File: src/rtl/mdio_mgmt_pkg.sv
package mdio_mgmt_pkg;
  localparam int PRE_BITS   = 32;
  localparam int FRAME_BITS = 64;
  localparam int IDX_W      = $clog2(FRAME_BITS);
  localparam int DRIVE_BITS = PRE_BITS + 2 + 2 + 5 + 5;   // bits the master owns on a read
  localparam int ACK_POS    = DRIVE_BITS + 1;             // second turnaround bit
  localparam int DATA_POS   = DRIVE_BITS + 2;             // first data bit

  localparam logic [1:0] SOF_CODE = 2'b01;
  localparam logic [1:0] OP_WR    = 2'b01;
  localparam logic [1:0] OP_RD    = 2'b10;
  localparam logic [1:0] TA_WR    = 2'b10;

  localparam int BUSY_BIT = 31;
  localparam int DIR_BIT  = 30;
  localparam int ACK_BIT  = 29;
  localparam int IDLE_BIT = 31;
  localparam int EN_BIT   = 30;
endpackage

File: src/rtl/mdio_mgmt_clkdiv.sv
module mdio_mgmt_clkdiv #(
  parameter int DIV_W = 8
) (
  input  logic             clk,
  input  logic             rst,
  input  logic             busy,
  input  logic             en,
  input  logic [DIV_W-1:0] div,
  output logic             mdc,
  output logic             rise_stb,
  output logic             fall_stb
);
  logic [DIV_W-1:0] cnt;
  logic             tick;

  always_comb begin
    tick     = busy && en && (cnt == div);
    rise_stb = tick && !mdc;
    fall_stb = tick && mdc;
  end

  always_ff @(posedge clk) begin
    if (rst || !busy) begin
      cnt <= '0;
      mdc <= 1'b0;
    end else if (en) begin
      if (cnt == div) begin
        cnt <= '0;
        mdc <= !mdc;
      end else begin
        cnt <= cnt + 1'b1;
      end
    end
  end
endmodule

File: src/rtl/mdio_mgmt_seq.sv
module mdio_mgmt_seq
  import mdio_mgmt_pkg::*;
(
  input  logic        clk,
  input  logic        rst,
  input  logic        start,
  input  logic        is_wr,
  input  logic [4:0]  phy,
  input  logic [4:0]  regad,
  input  logic [15:0] wdata,
  input  logic        rise_stb,
  input  logic        fall_stb,
  input  logic        mdio_in,
  output logic        busy,
  output logic        done,
  output logic        mdio_out,
  output logic        mdio_oe,
  output logic        ack,
  output logic [15:0] rdata
);
  localparam logic [IDX_W-1:0] LAST_IDX  = IDX_W'(FRAME_BITS - 1);
  localparam logic [IDX_W-1:0] DRV_LAST  = IDX_W'(DRIVE_BITS - 1);
  localparam logic [IDX_W-1:0] ACK_IDX   = IDX_W'(ACK_POS);
  localparam logic [IDX_W-1:0] DATA_IDX  = IDX_W'(DATA_POS);

  logic [FRAME_BITS-1:0] frame_w;
  logic [FRAME_BITS-2:0] shreg;
  logic [IDX_W-1:0]      idx;
  logic                  wr_q;

  always_comb begin
    frame_w = {{PRE_BITS{1'b1}}, SOF_CODE, (is_wr ? OP_WR : OP_RD), phy, regad,
               (is_wr ? TA_WR : 2'b11), (is_wr ? wdata : 16'hFFFF)};
  end

  always_ff @(posedge clk) begin
    if (rst) begin
      busy     <= 1'b0;
      done     <= 1'b0;
      mdio_out <= 1'b1;
      mdio_oe  <= 1'b0;
      ack      <= 1'b0;
      rdata    <= '0;
      shreg    <= '1;
      idx      <= '0;
      wr_q     <= 1'b0;
    end else begin
      done <= 1'b0;
      if (!busy) begin
        if (start) begin
          busy     <= 1'b1;
          wr_q     <= is_wr;
          shreg    <= frame_w[FRAME_BITS-2:0];
          idx      <= '0;
          mdio_out <= frame_w[FRAME_BITS-1];
          mdio_oe  <= 1'b1;
          ack      <= 1'b0;
        end
      end else begin
        if (fall_stb) begin
          if (idx == LAST_IDX) begin
            busy     <= 1'b0;
            done     <= 1'b1;
            mdio_oe  <= 1'b0;
            mdio_out <= 1'b1;
          end else begin
            idx      <= idx + 1'b1;
            mdio_out <= shreg[FRAME_BITS-2];
            shreg    <= {shreg[FRAME_BITS-3:0], 1'b1};
            mdio_oe  <= wr_q || (idx < DRV_LAST);
          end
        end
        if (rise_stb && !wr_q) begin
          if (idx == ACK_IDX) ack <= !mdio_in;
          if (idx >= DATA_IDX) rdata <= {rdata[14:0], mdio_in};
        end
      end
    end
  end
endmodule

File: src/rtl/mdio_mgmt_ctrl.sv
module mdio_mgmt_ctrl
  import mdio_mgmt_pkg::*;
#(
  parameter int              DIV_W     = 8,
  parameter int              ADDR_W    = 2,
  parameter logic [DIV_W-1:0] DIV_RESET = DIV_W'(4)
) (
  input  logic              clk,
  input  logic              rst,
  input  logic              reg_wr_en,
  input  logic [ADDR_W-1:0] reg_addr,
  input  logic [31:0]       reg_wdata,
  output logic [31:0]       reg_rdata,
  output logic              mdc,
  output logic              mdio_o,
  output logic              mdio_oe,
  input  logic              mdio_i
);
  localparam logic [ADDR_W-1:0] IDX_CTRL = ADDR_W'(0);
  localparam logic [ADDR_W-1:0] IDX_USER = ADDR_W'(1);
  localparam int               PAD_W    = 30 - DIV_W;

  logic             ctrl_en;
  logic [DIV_W-1:0] ctrl_div;
  logic             u_wr, u_ack;
  logic [4:0]       u_reg, u_phy;
  logic [15:0]      u_data;

  logic seq_busy, seq_done, seq_ack, rise_stb, fall_stb;
  logic [15:0] seq_rdata;
  logic wr_ctrl, wr_user, launch;

  always_comb begin
    wr_ctrl = reg_wr_en && (reg_addr == IDX_CTRL);
    wr_user = reg_wr_en && (reg_addr == IDX_USER) && !seq_busy;
    launch  = wr_user && reg_wdata[BUSY_BIT];
  end

  always_ff @(posedge clk) begin
    if (rst) begin
      ctrl_en  <= 1'b0;
      ctrl_div <= DIV_RESET;
      u_wr     <= 1'b0;
      u_ack    <= 1'b0;
      u_reg    <= '0;
      u_phy    <= '0;
      u_data   <= '0;
    end else begin
      if (wr_ctrl) begin
        ctrl_en  <= reg_wdata[EN_BIT];
        ctrl_div <= reg_wdata[DIV_W-1:0];
      end
      if (wr_user) begin
        u_wr   <= reg_wdata[DIR_BIT];
        u_reg  <= reg_wdata[25:21];
        u_phy  <= reg_wdata[20:16];
        u_data <= reg_wdata[15:0];
        if (launch) u_ack <= 1'b0;
      end
      if (seq_done) begin
        u_ack <= seq_ack && !u_wr;
        if (!u_wr) u_data <= seq_rdata;
      end
    end
  end

  always_ff @(posedge clk) begin
    if (rst) begin
      reg_rdata <= '0;
    end else begin
      case (reg_addr)
        IDX_CTRL: reg_rdata <= {!seq_busy, ctrl_en, {PAD_W{1'b0}}, ctrl_div};
        IDX_USER: reg_rdata <= {seq_busy, u_wr, u_ack, 3'b000, u_reg, u_phy, u_data};
        default:  reg_rdata <= '0;
      endcase
    end
  end

  mdio_mgmt_clkdiv #(.DIV_W(DIV_W)) clkdiv_i (
    .clk(clk), .rst(rst), .busy(seq_busy), .en(ctrl_en), .div(ctrl_div),
    .mdc(mdc), .rise_stb(rise_stb), .fall_stb(fall_stb)
  );

  mdio_mgmt_seq seq_i (
    .clk(clk), .rst(rst), .start(launch), .is_wr(reg_wdata[DIR_BIT]),
    .phy(reg_wdata[20:16]), .regad(reg_wdata[25:21]), .wdata(reg_wdata[15:0]),
    .rise_stb(rise_stb), .fall_stb(fall_stb), .mdio_in(mdio_i),
    .busy(seq_busy), .done(seq_done), .mdio_out(mdio_o), .mdio_oe(mdio_oe),
    .ack(seq_ack), .rdata(seq_rdata)
  );
endmodule

File: config.mk
export PLATFORM = sky130hd
export DESIGN_NAME = mdio_mgmt_ctrl
export DESIGN_NICKNAME = d
export VERILOG_FILES = /design/src/rtl/mdio_mgmt_pkg.sv /design/src/rtl/mdio_mgmt_clkdiv.sv /design/src/rtl/mdio_mgmt_seq.sv /design/src/rtl/mdio_mgmt_ctrl.sv
export SDC_FILE = /design/constraint.sdc
export NUM_CORES = 1
export LEC_CHECK = 0
export BUFFER_PORTS_ARGS = -buffer_cell sky130_fd_sc_hd__buf_2
export CAP_MARGIN = 10
export CELL_PAD_IN_SITES_DETAIL_PLACEMENT = 1
export CELL_PAD_IN_SITES_GLOBAL_PLACEMENT = 2
export CORE_UTILIZATION = 33
export DETAILED_ROUTE_END_ITERATION = 7
export PLACE_DENSITY = 0.71
export SYNTH_ARGS = -nofsm -noshare
export SYNTH_HDL_FRONTEND = slang
export SYNTH_SLANG_ARGS = --single-unit
File: constraint.sdc
create_clock -name clk -period 2.11 [get_ports clk]
set_input_delay 0.422 -clock clk [delete_from_list [all_inputs] [get_ports clk]]
set_output_delay 0.422 -clock clk [all_outputs]
set_load 0.1 [all_outputs]
-- Word-level counts from Yosys, hierarchy flattened
Index checks and enable logic that the tools add are counted.
- multipliers: 0
- mux-type cells: 34
- bitwise logic cells: 2
- divide/modulo/power cells: 0
- $lt $le $gt $ge: 2
- reductions and logical operators: 29
- equality and inequality tests: 8
- add/subtract/negate cells: 2
- shift-type cells: 0
- operator list (cell ; number):
    2-to-1 mux 63 bit ; 4
    2-to-1 mux 16 bit ; 4
    case mux 32 bit (2 select lines) ; 1
    2-to-1 mux 6 bit ; 4
    2-to-1 mux 1 bit ; 19
    == test 6 bit, second input constant ; 2
    logical AND 1 bit ; 10
    AND reduction 3 bit ; 3
    adder 8 x 1 -> 8 bit, second input constant ; 1
    == test 8 bit ; 1
    2-to-1 mux 8 bit ; 1
    inequality test 2 bit, second input constant ; 4
    AND reduction 2 bit ; 4
    adder 6 x 1 -> 6 bit, second input constant ; 1
    >= comparator 6 bit, second input constant ; 1
    < comparator 6 bit, second input constant ; 1
    nonzero test 2 bit ; 3
    logical NOT 1 bit ; 5
    OR reduction 3 bit ; 1
    == test 2 x 1 -> 1 bit, second input constant ; 1
    logical NOT 2 bit ; 1
    logical OR 1 bit ; 2
    2-to-1 mux 2 bit ; 1
    inverter 1 bit ; 2
- output and inout port bits: 35
- bits in registers: 169
- memories kept: 0
- logic and storage cells: 96
- RAM bits: 0
- bits in read-only memories: 0
- bits in latches: 0
- bits of input ports: 38

-- Logic depth before layout (Yosys ltp)
Gate-level depths: netlist of the first run.
- depth in word-level cells: 7
- mapped depth: 9

-- By module
A second synthesis of the first run with hierarchy kept.
- cells, all modules: 677
- area total of the unflattened synthesis: 6452.4 µm²
- by module, submodules not included (module ; times used ; cells an instance ; area each (µm²)):
    mdio_mgmt_seq ; 1 ; 368 ; 3608.5
    mdio_mgmt_ctrl ; 1 ; 254 ; 2359.8
    mdio_mgmt_clkdiv ; 1 ; 55 ; 484.2

-- Worst setup path after synthesis of the first run
OpenSTA, ideal clock, no wires.
- path kind: register to register
- start: register clkdiv_i.mdc
- end: register seq_i.shreg[31]
- slack: -172 ps
- stages on the path, launching flop included: 5
- setup time: 120 ps
- data arrival time: 2163 ps
- required time: 1990 ps
- period minus slack after synthesis: 2282 ps
- path buffers: 0
- cells stage by stage: dfxtp_1 nand4_1 or4_4 and3_1 a211o_1
- longest elaborated chain between the ends: 3
- ends and longest elaborated chain (item ; RTL line ; source):
    start, declared ; mdio_mgmt_clkdiv.sv:9 ; output logic mdc,
    start signal, assigned ; mdio_mgmt_clkdiv.sv:29 ; mdc <= !mdc;
    logical AND 1 bit ; mdio_mgmt_clkdiv.sv:19 ; fall_stb = tick && mdc;
    inequality test 2 bit (no line) ; - ;
    AND reduction 3 bit (no line) ; - ;
    end signal, assigned ; mdio_mgmt_seq.sv:53 ; shreg <= frame_w[FRAME_BITS-2:0];
    end signal, assigned ; mdio_mgmt_seq.sv:69 ; shreg <= {shreg[FRAME_BITS-3:0], 1'b1};
    end, declared ; mdio_mgmt_seq.sv:27 ; logic [FRAME_BITS-2:0] shreg;
Every way passes these cells.
A chain may end at the register's enable or synchronous reset.

-- Final worst setup path of the first run
- start: register seq_i.idx[0]
- end: register seq_i.shreg[31]
- longest elaborated chain between the ends: 3
- ends and longest elaborated chain (item ; RTL line ; source):
    start, declared ; mdio_mgmt_seq.sv:28 ; logic [IDX_W-1:0] idx;
    start signal, assigned ; mdio_mgmt_seq.sv:67 ; idx <= idx + 1'b1;
    == test 6 bit ; mdio_mgmt_seq.sv:61 ; if (idx == LAST_IDX) begin
    inequality test 2 bit (no line) ; - ;
    AND reduction 3 bit (no line) ; - ;
Every way passes these cells.

==> impl_summary.log, run 1 <==
[metrics] status: complete, no violations
[metrics] share of cell area taken by muxes after synthesis: 0.1069
[metrics] sw power: 1673 uW
[metrics] number of diodes: 0
[metrics] buffers plus inverters on the worst setup path: 0
[metrics] Port Buf Inserts: 65
[metrics] worst min-delay path category: in -> reg
[metrics] highest-count cells in the layout ignoring fill and taps: dfxtp_1 (164), nor2_1 (113), mux2i_1 (69), buf_2 (64), buf_4 (34)
[metrics] via density per instance: 5.059
[metrics] netlist area before placement: 0.006568 mm2
[metrics] biggest regs: seq_i.shreg x63, reg_rdata x29
[metrics] Iteration-0 DRC Markers: 207
[metrics] Gate Count Post-Synth: 679
[metrics] number of unique standard cell types used by synthesis: 47
[metrics] average cell area after synthesis: 9.672 um2
[metrics] first-pass iteration count of the detailed router: 4
[metrics] parity-gate share of the synthesized area counting xor and xnor cells: 0.02267
[metrics] quantity of hold-fixing buffers added after cts: 0
[metrics] total die area: 0.02047 mm2
[metrics] routability congestion estimate from global placement: 0.7603
[metrics] leakage power summed over all cells: 0.003020 uW
[metrics] via count of the first global-routing pass: 5,245
[metrics] total global routing track utilization: 0.1720
[metrics] most common library cell in the layout ignoring fill and taps: dfxtp_1
[metrics] number of hold-slack violations in the final timing report: 0
[metrics] main combinational cell family by area after synthesis: simple AND/OR/NAND/NOR gates
[metrics] share of cells above drive strength 1: 0.2026
[metrics] post-synthesis sequential area ratio: 0.5060
[metrics] root buffer cell: clkbuf_16
[metrics] clock power share: 0.462
[metrics] Initial Utilization: 0.3374
[metrics] count of final max-slew check failures: 0
[metrics] Total Routed Length: 16,770 um
[metrics] final global-route overflow total: 0
[metrics] first-pass GRT wire length: 26,980 um
[metrics] number of sinks handled by clock tree synthesis: 166
[metrics] data arrival time of the worst path: 2.40 ns
[metrics] TritonCTS clock tree: yes
[metrics] Max rail drop VDD: 0.5006 mV
[metrics] pin count of the biggest net entering global routing: 45
[metrics] site row count: 51
[metrics] number of H-tree levels: 4
[metrics] post-synthesis share of cell area spent on full adders, half adders and majority gates: 0.005715
[metrics] Synth async-reset ratio: 0
[metrics] Final Skew: 0.006229 ns
[metrics] power density relative to cell area: 860.5 mW/mm2
[metrics] WS Path Type: reg -> reg
[metrics] Post-Synth Simple-Gate Area: 0.1903
[metrics] Min Clock Period, post-route: 2.070 ns
[metrics] number of primary I/O pins: 73
[metrics] count of flip-flops with a built-in enable after synthesis: 0
[metrics] Vert. Die Dim: 143.1 um
[metrics] period utilisation layout: 0.9812
[metrics] antenna violations before repair: 0
[metrics] fmax: 483.0 MHz
[metrics] final setup violation count: 0
[metrics] flip-flop count of the largest register after layout: 63
[metrics] maxcap violations: 0
[metrics] switching portion of total power: 0.2444
[metrics] cell seen most often among critical-path stages: and3_1
[metrics] Overall Power: 6846 uW
[metrics] power share of the combinational group: 0.065
[metrics] Die Span X: 143.1 um
[metrics] post-route DRC violation count: 0
[metrics] total clock buffers created by CTS: 17
[metrics] buffers from clock root to sink, at most: 2
[metrics] antenna-violating nets left: 0
[metrics] Most flops, register: seq_i.shreg
[metrics] critical path fanouts, max: 6
[metrics] clk_lat worst skew: 0.43 ns
[metrics] net total in the final layout: 783
[metrics] Layout area overhead: 21.15%
[metrics] slowest cell on the critical path: or4_4
[metrics] complex-gate fraction of the synthesized area: 0.1225
[metrics] worst slack on hold paths: 0.2005 ns
[metrics] fraction of the core area covered by cells at the end of the flow: 0.4088
[metrics] type of origin of the critical path: flop
[metrics] most frequently used flop master after synthesis: dfxtp_1
[metrics] register bit total from synthesis: 166
[metrics] list of cells traversed by the critical path: ha_2, and3_1, and3_4, or4_4, and3_1, a211o_1
[metrics] total number of yosys warnings: 0
[metrics] worst endpoint required time: 2.44 ns
[metrics] half-perimeter wire length after detailed placement: 11,140 um
[metrics] via total after detailed routing: 5,160
[metrics] internal power: 5173 uW
[metrics] unrepaired setup endpoints after global routing: no
[metrics] clock-pin slew on the worst setup and hold paths: 0.07 ns
[metrics] DR WL/cell: 16.45 um
[metrics] Flop pwr share: 0.473
[metrics] delay contributed by the slowest stage of the critical path: 0.56 ns
[metrics] Crit path max-delay family: simple AND/OR/NAND/NOR gates
[metrics] standard cell core area: 0.01946 mm2
[metrics] critical path capture point type: flop
cells by family after synthesis:
family | Yosys count
and+or+nand+nor | 246
DFF | 166
AOI/OAI and AO/OA | 112
muxes | 70
buffers and inverters | 64
xor gates and xnor gates | 17
adders and majority gates | 3
other | 1
final timing paths:
path	start	to	slack [ns]	depth (start not counted)
worst min-delay path	reg_wdata[22]	u_reg[1]	0.20	3
worst max register to register	seq_i.idx[0]	seq_i.shreg[31]	0.04	6
worst min register to register	u_reg[0]	reg_rdata[21]	0.45	2
worst max-delay path	seq_i.idx[0]	seq_i.shreg[31]	0.04	6
synthesized netlist by cell type (11+ instances only):
library cell	number	share of area
dfxtp_1	166	0.51
nor2_1	113	0.065
mux2i_1	69	0.11
o2bb2ai_1	33	0.044
clkbuf_1	32	0.018
a211oi_1	29	0.033
nor4_1	28	0.027
nand2_1	22	0.013
a31oi_1	19	0.018
and3_1	17	0.016
buf_2	16	0.012
a21oi_1	13	0.0099
nand2b_1	13	0.012
nor2b_1	11	0.010
cell type report:
type	count	area [um2]
timing repair buffer	103	680.7
clock buffer	19	452.9
fill	2230	11510
inverter	3	11.26
multi-input combinational	451	3008
sequential	166	3326
clock inverter	13	146.4
tap	265	331.6
power groups by stage:
stage	clock (uW)	sequential, uW	combinational (uW)
floorplan	0	3350	255
global placement	0	3310	429
detailed placement	0	3310	439
CTS	3260	3240	444
global route	3400	3240	478
finish	3170	3240	442
worst reg2reg max path: stages, from the launching register on:
cell	delay (ns)
dfxtp_1	0.32
ha_2	0.20
and3_1	0.20
and3_4	0.21
or4_4	0.56
and3_1	0.22
a211o_1	0.25
metal layers:
metal	vias up	part of all wire	wire length [um]	GRT usage
li1	2546	-	-	-
met5	-	0	0	0
met4	0	0.012	195	0.05772
met2	76	0.46	7716	0.2778
met1	2522	0.49	8195	0.2229
met3	16	0.040	667	0.04225
through the flow:
stage	setup WS (ns)	cells	TNS [ns]	area, um2
finish	0.03972	1020	0	7956
global route	0.01313	1020	0	7956
CTS	0.02193	1019	0	7924
detailed placement	-0.1318	986	-4.607	7287
global placement	-0.05900	986	-1.307	7287
floorplan	0.1058	681	0	6576
repair_timing:
action | in CTS | in global routing
buffers inserted | 1 | 0
endpoints found under the setup margin | 63 | 23
gates cloned | 0 | 1
pin swaps | 2 | 1
gates resized for setup | 7 | 2
Note: power is estimated with default switching activity, not from simulation.
==> inputs of run 2 (changes only) <==
- CORE_ASPECT_RATIO: unset -> 2
==> impl_summary.log, run 2 (same netlist as run 1, synthesis figures left out) <==
[metrics] Port Buf Inserts: 65 (unchanged)
[metrics] Vert. Die Dim: 201.5 um (+41%)
[metrics] sw power: 1546 uW (-7.6%)
[metrics] Overall Power: 6650 uW (-2.9%)
[metrics] data arrival time of the worst path: 2.35 ns (-0.05 ns)
[metrics] post-route DRC violation count: 0 (unchanged)
[metrics] root buffer cell: clkbuf_16
[metrics] clock power share: 0.446 (-0.016)
[metrics] net total in the final layout: 784 (+0.13%)
[metrics] power share of the combinational group: 0.067 (+0.002)
[metrics] Layout area overhead: 19.93%
[metrics] internal power: 5104 uW (-1.3%)
[metrics] antenna violations before repair: 0 (unchanged)
[metrics] number of H-tree levels: 4 (unchanged)
[metrics] slowest cell on the critical path: or4_4
[metrics] maxcap violations: 0 (unchanged)
[metrics] via density per instance: 5.125 (+1.3%)
[metrics] worst endpoint required time: 2.41 ns (-0.03 ns)
[metrics] most common library cell in the layout ignoring fill and taps: dfxtp_1
[metrics] share of cells above drive strength 1: 0.1965 (-0.006102)
[metrics] status: complete, no violations
[metrics] Initial Utilization: 0.3375 (about the same)
[metrics] TritonCTS clock tree: yes
[metrics] pin count of the biggest net entering global routing: 38 (-16%)
[metrics] placed instance area: 0.007302 mm2 (+0.21%)
[metrics] first-pass iteration count of the detailed router: 4 (unchanged)
[metrics] pre-CTS WS: 0.009222 ns (+0.1410 ns)
[metrics] total global routing track utilization: 0.1801 (+0.008178)
[metrics] Crit path max-delay family: simple AND/OR/NAND/NOR gates
[metrics] reg-to-reg setup timing slack: 0.06 ns (+0.02 ns)
[metrics] Final Skew: 0.007607 ns (+0.001378 ns)
[metrics] half-perimeter wire length after detailed placement: 12,170 um (+9.2%)
[metrics] switching portion of total power: 0.2325 (-0.01188)
[metrics] Max rail drop VDD: 0.4891 mV (-2.3%)
[metrics] origin of the worst setup path: seq_i.idx[0]
[metrics] Final Instance Area: 0.007876 mm2 (-1.0%)
[metrics] critical path fanouts, max: 6 (unchanged)
[metrics] worst min-delay path category: in -> reg
[metrics] standard cell core area: 0.01946 mm2 (about the same)
[metrics] Setup Total Neg Slack: 0 ns (unchanged)
[metrics] via count of the first global-routing pass: 5,595 (+6.7%)
[metrics] fmax: 486.9 MHz (+0.81%)
[metrics] cell seen most often among critical-path stages: and3_4
[metrics] logic depth of the worst path, buffers included: 6 (unchanged)
[metrics] buffers plus inverters on the worst setup path: 0 (unchanged)
[metrics] highest-count cells in the layout ignoring fill and taps: dfxtp_1 (163), nor2_1 (113), mux2i_1 (69), buf_2 (64), buf_4 (34)
[metrics] final global-route overflow total: 0 (unchanged)
[metrics] period utilisation layout: 0.9733 (-0.007877)
[metrics] fraction of the core area covered by cells at the end of the flow: 0.4048 (-0.004036)
[metrics] Worst setup endpoint: seq_i.shreg[31]
[metrics] post-route setup slack: 0.05634 ns (+0.01662 ns)
[metrics] list of cells traversed by the critical path: ha_2, and3_1, and3_4, or4_4, and3_4, a211o_1
[metrics] Flop pwr share: 0.487 (+0.014)
[metrics] unrepaired setup endpoints after global routing: no
[metrics] number of hold-slack violations in the final timing report: 0 (unchanged)
[metrics] clock-pin slew on the worst setup and hold paths: 0.06 ns (about the same)
[metrics] quantity of hold-fixing buffers added after cts: 0 (unchanged)
[metrics] number of sinks handled by clock tree synthesis: 166 (unchanged)
[metrics] via total after detailed routing: 5,186 (+0.50%)
[metrics] number of primary I/O pins: 73 (unchanged)
[metrics] combined flip-flop and latch cell area: 0.003327 mm2 (about the same)
[metrics] biggest regs: seq_i.shreg x63, reg_rdata x29
[metrics] first-pass GRT wire length: 28,610 um (+6.0%)
[metrics] power density relative to cell area: 844.3 mW/mm2 (-1.9%)
[metrics] leakage power summed over all cells: 0.002988 uW (-1.0%)
[metrics] startpoint of the lowest-slack register-to-register path: seq_i.idx[0]
[metrics] total clock buffers created by CTS: 17 (unchanged)
[metrics] buffers from clock root to sink, at most: 2 (unchanged)
[metrics] Total Routed Length: 17,110 um (+2.0%)
[metrics] cell count of the worst reg-to-reg path: 6 (unchanged)
[metrics] number of diodes: 0 (unchanged)
[metrics] antenna-violating nets left: 0 (unchanged)
[metrics] count of final max-slew check failures: 0 (unchanged)
[metrics] clk_lat worst skew: 0.42 ns (about the same)
[metrics] Most flops, register: seq_i.shreg
[metrics] final setup violation count: 0 (unchanged)
[metrics] area taken by multi-input logic gates: 0.002983 mm2 (-0.83%)
[metrics] Min Clock Period, post-route: 2.054 ns (-0.01662 ns)
[metrics] flip-flop count of the largest register after layout: 63 (unchanged)
[metrics] routability congestion estimate from global placement: 0.7287 (-4.2%)
[metrics] type of origin of the critical path: flop
[metrics] final-layout fill cell count: 2,258 (+1.3%)
[metrics] Iteration-0 DRC Markers: 184 (-11%)
[metrics] DR WL/cell: 16.91 um (+2.8%)
[metrics] Die Span X: 101.8 um (-29%)
[metrics] WS Path Type: reg -> reg
[metrics] total die area: 0.02050 mm2 (+0.16%)
[metrics] critical path capture point type: flop
[metrics] R2R Path End: seq_i.shreg[31]
[metrics] site row count: 72 (+41%)
[metrics] delay contributed by the slowest stage of the critical path: 0.54 ns (-0.02 ns)
run 2: power groups by stage:
stage	sequential [uW]	combinational, uW	clock (uW)
5_1_grt	3250	482	3200
3_3_place_gp	3310	438	0
3_5_place_dp	3310	448	0
4_1_cts	3240	450	3060
2_1_floorplan	3350	255	0
6_report	3240	444	2970
run 2: area by class of cell:
| cell class | count | area share |
|---|---|---|
| Clock buffer | 20 | 0.05671 |
| Clock inverter | 9 | 0.01350 |
| Inverter | 3 | 0.001430 |
| Multi-Input combinational cell | 451 | 0.3787 |
| Sequential cell | 166 | 0.4224 |
| Tap cell | 259 | 0.04114 |
| Timing Repair Buffer | 104 | 0.08610 |
run 2: worst min path at each step:
stage | start | endpoint | slack, ns | cells past startpoint
floorplan | u_phy[1] | reg_rdata[17] | 0.43 | 2
global placement | u_reg[0] | reg_rdata[21] | 0.44 | 2
detailed placement | u_reg[0] | reg_rdata[21] | 0.45 | 2
CTS | reg_wdata[23] | u_reg[2] | 0.20 | 3
global route | reg_wdata[24] | u_reg[3] | 0.22 | 3
finish | reg_wdata[18] | u_phy[2] | 0.22 | 3
run 2: worst reg2reg max path, stage by stage, from the launching register on:
cell,delay [ns]
dfxtp_2,0.33
ha_2,0.19
and3_1,0.19
and3_4,0.20
or4_4,0.54
and3_4,0.21
a211o_1,0.28
run 2: repair_timing:
action | 4_1_cts | 5_1_grt
pin swaps | 1 | 1
endpoints found under the setup margin | 5 | 30
resized for setup | 3 | 4
setup buffers | 0 | 0
run 2: stage by stage:
step / hold slack, ns / instances
2_1_floorplan: 0.4273 / 681
6_report: 0.2203 / 1012
3_5_place_dp: 0.4467 / 983
4_1_cts: 0.1985 / 1012
5_1_grt: 0.2176 / 1012
3_3_place_gp: 0.4357 / 983
run 2: layer usage:
metal,vias up,track usage,share of wire
li1,2534,-,-
met1,2566,0.1972,0.41
met2,72,0.3342,0.55
met3,14,0.02952,0.025
met4,0,0.06988,0.015
met5,-,0,0
